File: src/rtl/vdiv_pkg.sv
package vdiv_pkg;

    typedef enum logic [1:0] {
        ST_IDLE   = 2'd0,
        ST_RESULT = 2'd1,
        ST_FAULT  = 2'd2
    } vdiv_state_e;

    typedef struct packed {
        logic nan;
        logic inf;
        logic zero;
        logic denorm;
    } fp_class_t;

endpackage

File: src/rtl/vdiv_lane_screen.sv
module vdiv_lane_screen
    import vdiv_pkg::*;
#(
    parameter int LANE_W = 64,
    parameter int EXP_W  = 11,
    parameter int BIAS   = 1023
) (
    input  logic [LANE_W-1:0] dividend,
    input  logic [LANE_W-1:0] divisor,
    output logic              lane_fe,
    output logic              lane_fg
);
    localparam int FRAC_W = LANE_W - 1 - EXP_W;
    localparam int SE_W   = EXP_W + 2;

    // Window limits on unbiased exponents, derived from the format
    localparam logic signed [SE_W-1:0] DVSR_LO = SE_W'(-(BIAS - 1));
    localparam logic signed [SE_W-1:0] DVSR_HI = SE_W'(BIAS - 2);
    localparam logic signed [SE_W-1:0] DIFF_HI = SE_W'(BIAS);
    localparam logic signed [SE_W-1:0] DIFF_LO = SE_W'(-(BIAS - 2));
    localparam logic signed [SE_W-1:0] DVND_LO = SE_W'(-(BIAS - FRAC_W - 1));
    localparam logic signed [SE_W-1:0] BIAS_S  = SE_W'(BIAS);

    function automatic fp_class_t classify(input logic [EXP_W-1:0] e,
                                           input logic [FRAC_W-1:0] f);
        fp_class_t c;
        c.nan    = (&e) && (|f);
        c.inf    = (&e) && !(|f);
        c.zero   = !(|e) && !(|f);
        c.denorm = !(|e) && (|f);
        return c;
    endfunction

    logic [EXP_W-1:0]         exp_a, exp_b;
    logic [FRAC_W-1:0]        frac_a, frac_b;
    fp_class_t                cls_a, cls_b;
    logic signed [SE_W-1:0]   ue_a, ue_b, ue_diff;
    logic                     special_fe, window_fe, ratio_fe;
    logic                     unused_signs;

    assign exp_a  = dividend[LANE_W-2 -: EXP_W];
    assign exp_b  = divisor[LANE_W-2 -: EXP_W];
    assign frac_a = dividend[FRAC_W-1:0];
    assign frac_b = divisor[FRAC_W-1:0];
    assign unused_signs = dividend[LANE_W-1] ^ divisor[LANE_W-1];

    always_comb begin
        cls_a   = classify(exp_a, frac_a);
        cls_b   = classify(exp_b, frac_b);
        ue_a    = $signed({{(SE_W-EXP_W){1'b0}}, exp_a}) - BIAS_S;
        ue_b    = $signed({{(SE_W-EXP_W){1'b0}}, exp_b}) - BIAS_S;
        ue_diff = ue_a - ue_b;

        special_fe = cls_a.nan | cls_a.inf | cls_b.nan | cls_b.inf | cls_b.zero;
        window_fe  = (ue_b <= DVSR_LO) | (ue_b >= DVSR_HI);
        ratio_fe   = !cls_a.zero &
                     ((ue_diff >= DIFF_HI) | (ue_diff <= DIFF_LO) | (ue_a <= DVND_LO));

        lane_fe = special_fe | window_fe | ratio_fe;
        lane_fg = cls_a.inf | cls_b.inf | cls_b.zero | cls_b.denorm;
    end

endmodule

File: src/rtl/vdiv_flag_merge.sv
module vdiv_flag_merge #(
    parameter int LANES = 2
) (
    input  logic [LANES-1:0] fe_vec,
    input  logic [LANES-1:0] fg_vec,
    output logic             any_fe,
    output logic             any_fg
);
    logic [LANES:0] fe_chain, fg_chain;

    assign fe_chain[0] = 1'b0;
    assign fg_chain[0] = 1'b0;

    for (genvar i = 0; i < LANES; i++) begin : g_or
        assign fe_chain[i+1] = fe_chain[i] | fe_vec[i];
        assign fg_chain[i+1] = fg_chain[i] | fg_vec[i];
    end

    assign any_fe = fe_chain[LANES];
    assign any_fg = fg_chain[LANES];

endmodule

File: src/rtl/vdiv_range_screen.sv
module vdiv_range_screen
    import vdiv_pkg::*;
#(
    parameter int LANES  = 2,
    parameter int LANE_W = 64,
    parameter int EXP_W  = 11,
    parameter int BIAS   = 1023,
    parameter int VEC_W  = LANES * LANE_W
) (
    input  logic             clk,
    input  logic             rst_n,
    input  logic             unit_en,
    input  logic             in_valid,
    input  logic [VEC_W-1:0] dividend_vec,
    input  logic [VEC_W-1:0] divisor_vec,
    output logic             out_valid,
    output logic             out_fault,
    output logic [3:0]       cond
);
    logic [LANES-1:0] fe_vec, fg_vec;
    logic             any_fe, any_fg;
    vdiv_state_e      state_q, state_d;
    logic [3:0]       cond_q;

    // Lane 0 sits in the most significant half
    for (genvar g = 0; g < LANES; g++) begin : g_lane
        vdiv_lane_screen #(
            .LANE_W (LANE_W),
            .EXP_W  (EXP_W),
            .BIAS   (BIAS)
        ) u_lane (
            .dividend (dividend_vec[VEC_W-1-g*LANE_W -: LANE_W]),
            .divisor  (divisor_vec[VEC_W-1-g*LANE_W -: LANE_W]),
            .lane_fe  (fe_vec[g]),
            .lane_fg  (fg_vec[g])
        );
    end

    vdiv_flag_merge #(.LANES(LANES)) u_merge (
        .fe_vec (fe_vec),
        .fg_vec (fg_vec),
        .any_fe (any_fe),
        .any_fg (any_fg)
    );

    // Next-state logic: same transitions from every state
    always_comb begin
        state_d = ST_IDLE;
        unique case (state_q)
            ST_IDLE, ST_RESULT, ST_FAULT: begin
                if (in_valid && unit_en)       state_d = ST_RESULT;
                else if (in_valid && !unit_en) state_d = ST_FAULT;
                else                           state_d = ST_IDLE;
            end
            default: state_d = ST_IDLE;
        endcase
    end

    // State register
    always_ff @(posedge clk) begin
        if (!rst_n) state_q <= ST_IDLE;
        else        state_q <= state_d;
    end

    // Output register: condition word captured on entry to RESULT
    always_ff @(posedge clk) begin
        if (!rst_n)                    cond_q <= 4'b0000;
        else if (state_d == ST_RESULT) cond_q <= {1'b1, any_fg, any_fe, 1'b0};
        else                           cond_q <= 4'b0000;
    end

    assign out_valid = (state_q == ST_RESULT);
    assign out_fault = (state_q == ST_FAULT);
    assign cond      = cond_q;


    valid_follows_request_chk: assert property (@(posedge clk) disable iff (!rst_n)
        out_valid |-> $past(in_valid && unit_en));


    fault_follows_disabled_chk: assert property (@(posedge clk) disable iff (!rst_n)
        out_fault |-> ($past(in_valid && !unit_en) && cond == 4'b0000));


    cond_frame_bits_chk: assert property (@(posedge clk) disable iff (!rst_n)
        out_valid |-> (cond[3] && !cond[0]));


    cond_quiet_chk: assert property (@(posedge clk) disable iff (!rst_n)
        !out_valid |-> (cond == 4'b0000));


    fg_implies_fe_chk: assert property (@(posedge clk) disable iff (!rst_n)
        (out_valid && cond[2]) |-> cond[1]);

endmodule

File: config.mk
export PLATFORM = sky130hd
export DESIGN_NAME = vdiv_range_screen
export DESIGN_NICKNAME = d
export VERILOG_FILES = /design/src/rtl/vdiv_pkg.sv /design/src/rtl/vdiv_lane_screen.sv /design/src/rtl/vdiv_flag_merge.sv /design/src/rtl/vdiv_range_screen.sv
export SDC_FILE = /design/constraint.sdc
export NUM_CORES = 1
export LEC_CHECK = 0
export CORE_AREA = 2 2 104 106
export CTS_CLUSTER_SIZE = 40
export DETAILED_ROUTE_END_ITERATION = 12
export DIE_AREA = 0 0 106 108
export PLACE_DENSITY = 0.88
export SYNTH_ARGS = -nofsm -noshare
export SYNTH_HDL_FRONTEND = slang
export SYNTH_SLANG_ARGS = --single-unit
export TNS_END_PERCENT = 20
File: constraint.sdc
create_clock -name clk -period 8.4 [get_ports clk]
set_input_delay 0.84 -clock clk [delete_from_list [all_inputs] [get_ports clk]]
set_output_delay 0.84 -clock clk [all_outputs]
set_load 0.02 [all_outputs]
### Word level (Yosys, flattened, before mapping)

Cells that the tools add are included.
Widths: inputs -> output; s select.

| cells by class | value |
|---|---|
| $add $sub $neg | 6 |
| magnitude comparators | 10 |
| eq/ne operators | 3 |
| multiplexer cells | 4 |
| bitwise logic cells | 28 |
| reductions and logical operators | 42 |

Operators by type and width:

| cell | count |
|---|---|
| $reduce_or 52->1 | 4 |
| $le 13x11->1 const B | 6 |
| $ge 13x11->1 const B | 4 |
| $sub 11x10->12 const B | 4 |
| $reduce_and 11->1 | 4 |
| $reduce_or 11->1 | 4 |
| $or 1x1->1 | 26 |
| $sub 13x13->13 | 2 |
| $logic_and 1x1->1 | 16 |
| $logic_not 1->1 | 11 |
| $mux 2 | 3 |
| $eq 2x1->1 const B | 2 |
| $mux 4 | 1 |
| $reduce_or 3->1 | 1 |
| $and 1x1->1 | 2 |
| $eq 2x2->1 const B | 1 |
| $logic_not 2->1 | 1 |
| $reduce_and 2->1 | 1 |

| word-level totals | value |
|---|---|
| register bits | 6 |
| input bits | 260 |
| output and inout port bits | 6 |
| word-level logic and storage cells | 96 |

### Longest topological paths before layout

Gate-level depths: netlist of run 1.

| depth | value |
|---|---|
| depth after elaboration | 11 |
| mapped depth | 14 |
| mapped depth without buffers | 14 |

### Modules after synthesis

A second synthesis of run 1 with hierarchy kept.

| unflattened totals | value |
|---|---|
| cells, all modules | 504 |
| area total of the unflattened synthesis | 3624.7 um^2 |

Modules (own cells, without submodules):

| module | times used | cells each | area each (um^2) | sequential area each (um^2) |
|---|---|---|---|---|
| vdiv_lane_screen (g_lane[1].u_lane) | 1 | 251 | 1731.7 | 0.0 |
| vdiv_lane_screen (g_lane[0].u_lane) | 1 | 234 | 1720.4 | 0.0 |
| vdiv_range_screen | 1 | 17 | 160.2 | 80.1 |
| vdiv_flag_merge | 1 | 2 | 12.5 | 0.0 |

### Worst setup path after synthesis of run 1

OpenSTA, ideal clock, no wires.

| path | value |
|---|---|
| path type | input to register |
| start | in divisor_vec[116] |
| end | reg cond_q[1] (netlist: cond[1]) |
| library setup time | 125 ps |
| arrival | 3794 ps |
| required time | 8275 ps |
| slack | 4481 ps |
| cell stages on the path | 14 |
| path buffers | 0 |
| path through | inv_1 ha_1 inv_1 fa_1 a21oi_1 inv_1 maj3_1 a21oi_1 o22ai_1 a31oi_1 a221oi_1 or2_2 o221a_2 o41a_1 |

| on the way | value |
|---|---|
| cells in the longest elaborated chain, start to end | 8 |
| elaborated cells on any way between the ends | 22 |
| those cells by class | add/sub: 2; order compare: 4; bitwise: 10; reduce/logical: 6 |

RTL lines:

| item | RTL line | text |
|---|---|---|
| start: declaration | vdiv_range_screen.sv:15 | `input logic [VEC_W-1:0] divisor_vec,` |
| $sub 11x10->12 / $reduce_and 11->1 (equally long branches) | vdiv_lane_screen.sv:51, vdiv_lane_screen.sv:27, vdiv_lane_screen.sv:28 |  |
| $sub 13x13->13 / $logic_and 1x1->1 (equally long branches) | vdiv_lane_screen.sv:52, vdiv_lane_screen.sv:27 |  |
| $ge 13x11->1, or another cell as far along | vdiv_lane_screen.sv:57 | `((ue_diff >= DIFF_HI) \| (ue_diff <= DIFF_LO) \| (ue_a <= DVND_LO));` |
| $or 1x1->1, on equally long branches (2 in series) | vdiv_lane_screen.sv:57, vdiv_lane_screen.sv:54 |  |
| $and 1x1->1 / $or 1x1->1 (equally long branches) | vdiv_lane_screen.sv:56, vdiv_lane_screen.sv:59 |  |
| $or 1x1->1 * | vdiv_lane_screen.sv:59 | `lane_fe = special_fe \| window_fe \| ratio_fe;` |
| $or 1x1->1 * | vdiv_flag_merge.sv:15 | `assign fe_chain[i+1] = fe_chain[i] \| fe_vec[i];` |
| end signal: assignment | vdiv_range_screen.sv:68 | `else if (state_d == ST_RESULT) cond_q <= {1'b1, any_fg, any_fe, 1'b0};` |
| end: declaration | vdiv_range_screen.sv:23 | `logic [3:0] cond_q;` |

Mark *: on every way between the ends. The rest lies on a longest branch, timed or not.
A chain may end at the register's enable or synchronous reset.

### Worst setup path after layout of run 1

| path | value |
|---|---|
| start | in divisor_vec[52] |
| end | reg cond_q[1] (netlist: cond[1]) |

The elaborated chain is that of the path after synthesis.

==> results of run 1 <==
## through the flow
stage	power (mW)	cell area [sq um]	setup WS [ns]	instances	hold WS (ns)
after floorplan	0.176	3210	4.48	469	0.569
after global placement	0.330	5960	3.57	861	0.616
after detailed placement	0.343	5960	3.44	861	0.640
after CTS	0.389	6000	3.65	865	0.653
after global routing	0.418	6000	3.30	865	0.679
final	0.389	6000	3.63	865	0.647
## synth_stat cells (3+ instances only)
master,n
nor4_1,63
xnor2_1,37
nand3_1,35
nor2_1,34
nand2_1,28
inv_1,27
ha_1,26
nand4_1,20
xor2_1,20
nor3_1,17
a21oi_1,15
o21ai_0,13
nor2b_1,9
and2_1,8
o211ai_1,6
or2_2,6
or3_1,6
a31oi_1,5
and3_1,5
dfxtp_1,5
nand2b_1,5
o21a_1,5
a221oi_1,4
a211oi_1,3
a211oi_2,3
nand4b_1,3
o21ai_1,3
or4_1,3
## kinds of logic (layout without fill, tap and decap cells)
| logic type | Yosys count | count (layout) | share of synthesized area |
|---|---|---|---|
| AND/OR/NAND/NOR | 256 | 256 | 0.448 |
| adder cells (fa/ha/maj) | 32 | 32 | 0.127 |
| other | 1 | 1 | 0.00117 |
| XOR/XNOR | 57 | 57 | 0.156 |
| AO/OA/AOI/OAI | 87 | 87 | 0.199 |
| buffers and inverters | 31 | 291 | 0.0379 |
| flip-flops | 5 | 5 | 0.0312 |
## state kept, by name (all words and copies together) (netlist names)
register and count:
cond 3, state_q 2
## worst max-delay path, delay by kind of cell
kind / cells / cell delay (ns)
AO/OA/AOI/OAI: 5 / 1.31
XOR/XNOR: 2 / 0.43
adder cells (fa/ha/maj): 2 / 0.56
buffers and inverters: 2 / 0.69
AND/OR/NAND/NOR: 4 / 1.10
## final cells by class
| type | count | area [sq um] | area share |
|---|---|---|---|
| tap | 136 | 170 | 0.0283 |
| inverter | 27 | 101 | 0.0169 |
| multi-input combinational | 433 | 2980 | 0.497 |
| timing repair buffer | 260 | 2600 | 0.434 |
| clock buffer | 4 | 45.0 | 0.00750 |
| sequential | 5 | 100 | 0.0167 |
## worst max path at each step
stage | start | to | slack [ns]
2_1_floorplan | divisor_vec[116] | cond[1] | 4.48
3_3_place_gp | divisor_vec[52] | cond[1] | 3.57
3_5_place_dp | divisor_vec[52] | cond[1] | 3.44
4_1_cts | divisor_vec[52] | cond[1] | 3.65
5_1_grt | divisor_vec[52] | cond[1] | 3.30
6_report | divisor_vec[52] | cond[1] | 3.63
## routing by layer
layer | up-vias | share of wire | routed length, um
li1 | 2354 | - | -
met1 | 2176 | 0.36 | 5260
met5 | - | 0 | 0
met4 | 0 | 0.022 | 312
met2 | 243 | 0.53 | 7710
met3 | 38 | 0.083 | 1200
## power by group
part	internal [mW]	switching, mW	leakage (nW)
combinational	0.184	0.137	2.05
sequential	0.0247	0.000413	0.0409
clock	0.0325	0.0111	0.0228
total	0.241	0.148	2.11
==> summary.txt, run 1 <==
Detailed routing
  • Final WL: ~14000 um
  • Residual antenna-violating net count after detailed routing: 0
  • Average via count per standard cell: ~5.6
  • Routed len/inst: ~17 um
  • Detailed-route DRC error count: 0
  • First drt pass iteration count: 6
  • Vias: 4811
  • Count of routing violations after the opening detailed-route iteration: 240

CTS
  • Clk buf depth: 2
  • Library cell used as clock root buffer: clkbuf_8
  • Clock slew at reported path FFs: 0.03 ns
  • # resized after CTS: 0
  • Clock H-tree levels: 1
  • CTS Sinks: 5
  • Clock latency of the later-clocked register in the worst-skew pair: 0.22 ns
  • Number of hold-repair buffers added at the cts stage: 0
  • Post-CTS setup buffer count: 0
  • TritonCTS clock tree: built
  • Inserted Clock Buffers: 3

Logic synthesis
  • Register bit total from synthesis: 5
  • Proportion of register bits with asynchronous set or reset after synthesis: 0
  • Post-Syn Nets: ~760
  • Cell types with the largest area share after synthesis: nor4_1, ha_1, xnor2_1
  • Sequential element share of the synthesized area: 0.0312
  • Library cell occupying the most area in the post-synthesis netlist: nor4_1
  • Post-synth cell types: between 60 and 70
  • Synthesized instance count: 469
  • Post-Syn Area: ~3200 sq um
  • Share of the synthesized area in the top cell type: 0.123
  • Syn Area/Cell: 6.83 sq um
  • Number of flops mapped to enable cells by yosys: 0
  • Primary flip-flop cell chosen by synthesis mapping: dfxtp_1
  • Number of warning messages in the yosys log: 0

STA
  • Actual transition at the worst max-transition pin: 0.853 ns
  • Setup tns final: 0 ns
  • Final number of hold-violating endpoints: 0
  • Timing-limited maximum frequency: 210 MHz
  • Unrepaired setup endpoints after global routing: false
  • Final number of setup-violating endpoints: 0
  • Total count of max-transition violations in the final report: 0
  • Skew final: a little over 0.0007 ns
  • Period utilization: 0.567
  • Relative slew slack: 0.426
  • Min Clock Period, post-route: around 4.8 ns

Critical path
  • Critical-path cell list: clkdlybuf4s50_1 -> ha_1 -> nand3_1 -> xnor2_1 -> inv_1 -> ha_1 -> or2_2 -> o22ai_1 -> o21ai_2 -> a221oi_1 -> nor3_2 -> xnor2_1 -> or4_1 -> a311oi_1 -> o41a_1
  • Required @ worst endpoint: 8.56 ns
  • Endpoint of the lowest-slack register-to-register path: cond[1]
  • Launch point of the worst reg-to-reg path: state_q[1]
  • Crit path launch type: input pin
  • Worst-path cell with the longest stage delay: clkdlybuf4s50_1
  • Minimum setup slack among reg-to-reg paths: 7.46 ns
  • Category of the most critical setup path: input pin to flip-flop
  • Length in cells of the worst reg-to-reg path: 4
  • Worst Setup End Kind: flip-flop
  • Highest net fanout along the worst path: 7
  • Arrival time of the worst setup path: 4.93 ns
  • Delay of the slowest critical-path stage: a little over 0.6 ns

Run
  • Max-cap violations: 0

Pwr
  • Leakage power: 2.11 nW
  • Worst supply voltage drop on vdd: ~38 uV
  • Power per cell area: 64.8 nW/um^2

Floorplan
  • Die area: around 11000 sq um
  • Top-Level Pins: between 200 and 300
  • Core outline area: approximately 10000 sq um
  • Initial Util: 0.313
  • Count of standard-cell rows: 37
  • Width of the die: 106 um
  • Height of the die: 108 um

Final layout
  • Highest-count cells in the layout ignoring fill and taps: clkdlybuf4s50_1, nor4_1, xnor2_1
  • Syn-to-layout area delta: 87.3%
  • Most frequent standard cell in the layout excluding fill and tap cells: clkdlybuf4s50_1
  • # nets final: between 1k and 1.5k
  • Antenna diode instance count: 0
  • Number of inserted filler cells in the final layout: 938
  • Fraction of layout cells with a size suffix above 1: 0.0370
  • Final standard cell utilization of the core: 0.587

Run status
  • Status: completed

Hold path
  • Hold endpoint: state_q[1]
  • Worst hold path type: flip-flop to flip-flop
  • Worst hold stages: 3
  • Worst hold start: state_q[0]

Global route
  • Met2 demand-to-capacity share in global routing: 0.487
  • Global-route track usage on met3: 0.0549
  • Maximum number of pins on one net before global-route repair: 11
  • Antenna violations before repair: 0
  • First-pass GRT wire length: 22400 um
  • Met1 Usage GRT: 0.241
  • GRT busiest layer: met2
  • Total global-route track usage: 0.239
  • Total gr overflow: 0
  • Via count of the first global-routing pass: slightly below 5k

Placed design
  • PortBufs: 260
  • Detailed placer's ending HPWL: 13100 um
  • Placer congestion estimate: 0.907
Power figures use the tool's default switching activity.
==> run 2: changes to the inputs <==
Settings changed: CORE_AREA 2 2 104 106 to default, CORE_MARGIN from default to 1.5, CORE_UTILIZATION from default to 30, DIE_AREA 0 0 106 108 to default, PLACE_DENSITY 0.88 to 0.89.
Clock period 8.4 ns to 4 ns, I/O delays scaled along.
==> summary.txt, run 2 (synthesis gave the netlist of run 1 again) <==
STA
  • Timing-limited maximum frequency: 256 MHz
  • Min Hold Slack: 0.627 ns (-0.0196 ns)
  • Relative slew slack: 0.497 (+0.0711)
  • Final number of hold-violating endpoints: 0 (unchanged)
  • Setup tns final: 0 ns (unchanged)
  • Period utilization: 0.975
  • Skew final: 0.000432 ns (-0.000277 ns)
  • Total count of max-transition violations in the final report: 0 (unchanged)
  • Final number of setup-violating endpoints: 0 (unchanged)
  • Actual transition at the worst max-transition pin: 0.747 ns (-0.106 ns)
  • Min Clock Period, post-route: between 3 and 4 ns

Detailed routing
  • Residual antenna-violating net count after detailed routing: 0 (unchanged)
  • Detailed-route DRC error count: 0 (unchanged)
  • First drt pass iteration count: 4 (-2)
  • Vias: 4945 (+2.8%)
  • Count of routing violations after the opening detailed-route iteration: 242 (+0.83%)
  • Average via count per standard cell: 5.41 (-2.7%)
  • Routed len/inst: 16.1 um (-4.0%)
  • Final WL: 14700 um (+1.5%)

Final layout
  • Syn-to-layout area delta: 103%
  • Footprint of the multi-input gates: 3110 sq um (+4.4%)
  • Sequential cell area: 100 sq um (unchanged)
  • Fin cells: 914 (+5.7%)
  • # nets final: 1067 (+4.8%)
  • Number of inserted filler cells in the final layout: 896 (-4.5%)
  • Flip-flop count of the largest register, all copies and words added: 3 (unchanged)
  • Highest-count cells in the layout ignoring fill and taps: clkdlybuf4s50_1, nor4_1, buf_4
  • Most frequent standard cell in the layout excluding fill and tap cells: clkdlybuf4s50_1
  • Final standard cell utilization of the core: 0.630 (+0.0430)
  • Fraction of layout cells with a size suffix above 1: 0.126 (+0.0889)
  • Antenna diode instance count: 0 (unchanged)

Critical path
  • Category of the most critical setup path: input pin to flip-flop
  • Required @ worst endpoint: 4.10 ns (-4.46 ns)
  • Worst Setup End Kind: flip-flop
  • Arrival time of the worst setup path: 4.00 ns (-0.93 ns)
  • Highest net fanout along the worst path: 4 (-3)
  • Crit path launch type: input pin

Placed design
  • Cells after DPL: 908 (+5.5%)
  • PortBufs: 260 (unchanged)
  • Placer congestion estimate: 0.940 (+3.6%)
  • Detailed placer's ending HPWL: 12900 um (-2.2%)

Pwr
  • Relative contribution of the clock network to total power: 0.101 (-0.011)
  • Leakage power: 2.38 nW (+13%)
  • Sw frac: 0.373 (-0.00754)
  • Internal power: 0.571 mW (+140%)
  • Portion of total power attributed to sequential cells: 0.058 (-0.007)
  • Power per cell area: 140 nW/um^2 (+120%)
  • Worst supply voltage drop on vdd: 85.1 uV (+120%)
  • Net switching power: 0.340 mW (+130%)
  • Part of the total power dissipated in combinational logic: 0.841 (+0.018)

CTS
  • Clock H-tree levels: 1 (unchanged)
  • TritonCTS clock tree: built
  • CTS Sinks: 5 (unchanged)
  • Inserted Clock Buffers: 3 (unchanged)
  • Clock slew at reported path FFs: 0.03 ns (about the same)
  • Clk buf depth: 2 (unchanged)
  • Library cell used as clock root buffer: clkbuf_8
  • Clock latency of the later-clocked register in the worst-skew pair: 0.22 ns (about the same)

Global route
  • Antenna violations before repair: 0 (unchanged)
  • Total gr overflow: 0 (unchanged)
  • First-pass GRT wire length: 22100 um (-1.2%)
  • Via count of the first global-routing pass: 4840 (-1.0%)
  • Maximum number of pins on one net before global-route repair: 10 (-1)
  • Total global-route track usage: 0.239 (about the same)

Run
  • Max-cap violations: 0 (unchanged)

Run status
  • Status: completed

Floorplan
  • Height of the die: 106 um (-1.5%)
  • Top-Level Pins: 266 (unchanged)
  • Die area: 11300 sq um (-1.2%)
  • Count of standard-cell rows: 37 (unchanged)
  • Initial Util: 0.311 (-0.00281)
  • Core outline area: 10300 sq um (+0.91%)
  • Width of the die: 106 um (+0.35%)

Hold path
  • Worst hold path type: flip-flop to flip-flop
[run 2: cell types whose count changed in the layout (fill, tap and decap cells not counted), sizes merged]
cell	previous run	this run
buf	0	49
[run 2: routing by layer]
layer	vias to the layer above	wire length [um]	track usage
met5	-	0	0
met4	0	231	0.0386
met3	24	1230	0.0441
met2	228	7730	0.476
met1	2242	5510	0.262
li1	2451	-	-
[run 2: worst paths after layout]
kind / startpoint / end / slack (ns) / cells past startpoint
setup / recovery: dividend_vec[53] / cond[1] / 0.1 / 14
hold reg to reg: state_q[0] / state_q[0] / 0.63 / 3
setup reg to reg: state_q[1] / cond[1] / 3.10 / 4
hold / removal: state_q[0] / state_q[0] / 0.63 / 3
[run 2: cell type report]
class	instances	share of cell area
Clock buffer	4	0.00693
Inverter	27	0.0156
Sequential cell	5	0.0154
Timing Repair Buffer	309	0.457
Multi-Input combinational cell	433	0.479
Tap cell	136	0.0262
[run 2: power groups by stage]
stage                     clock, mW  sequential [mW]  combinational, mW
after CTS                    0.0935           0.0529              0.727
after detailed placement          0           0.0536              0.722
after global placement            0           0.0536              0.701
final                        0.0916           0.0529              0.767
after floorplan                   0           0.0545              0.316
after global routing         0.0975           0.0531              0.828
[run 2: critical path, cell delays in order]
cell	delay, ns
clkdlybuf4s50_1	0.54
ha_2	0.24
buf_4	0.12
nand3_1	0.15
buf_4	0.20
or3_1	0.36
and2_1	0.22
a21boi_2	0.23
a221oi_2	0.12
or4_1	0.55
a21oi_2	0.21
xor2_1	0.16
a211oi_1	0.07
o41a_1	0.42
[run 2: stage by stage]
| step | worst slack, ns | cell area, sq um | total power, mW |
|---|---|---|---|
| global route | -0.0330 | 6500 | 0.978 |
| global placement | -0.116 | 6310 | 0.754 |
| CTS | 0.00924 | 6370 | 0.873 |
| finish | 0.0991 | 6500 | 0.911 |
| detailed placement | -0.241 | 6310 | 0.775 |
| floorplan | 0.521 | 3210 | 0.371 |
[run 2: repair_timing]
item	in CTS	in global routing
hold buffers	0	0
setup buffers	0	2
endpoints found under the setup margin	1	1
pin swaps	0	6
gates resized for setup	2	26
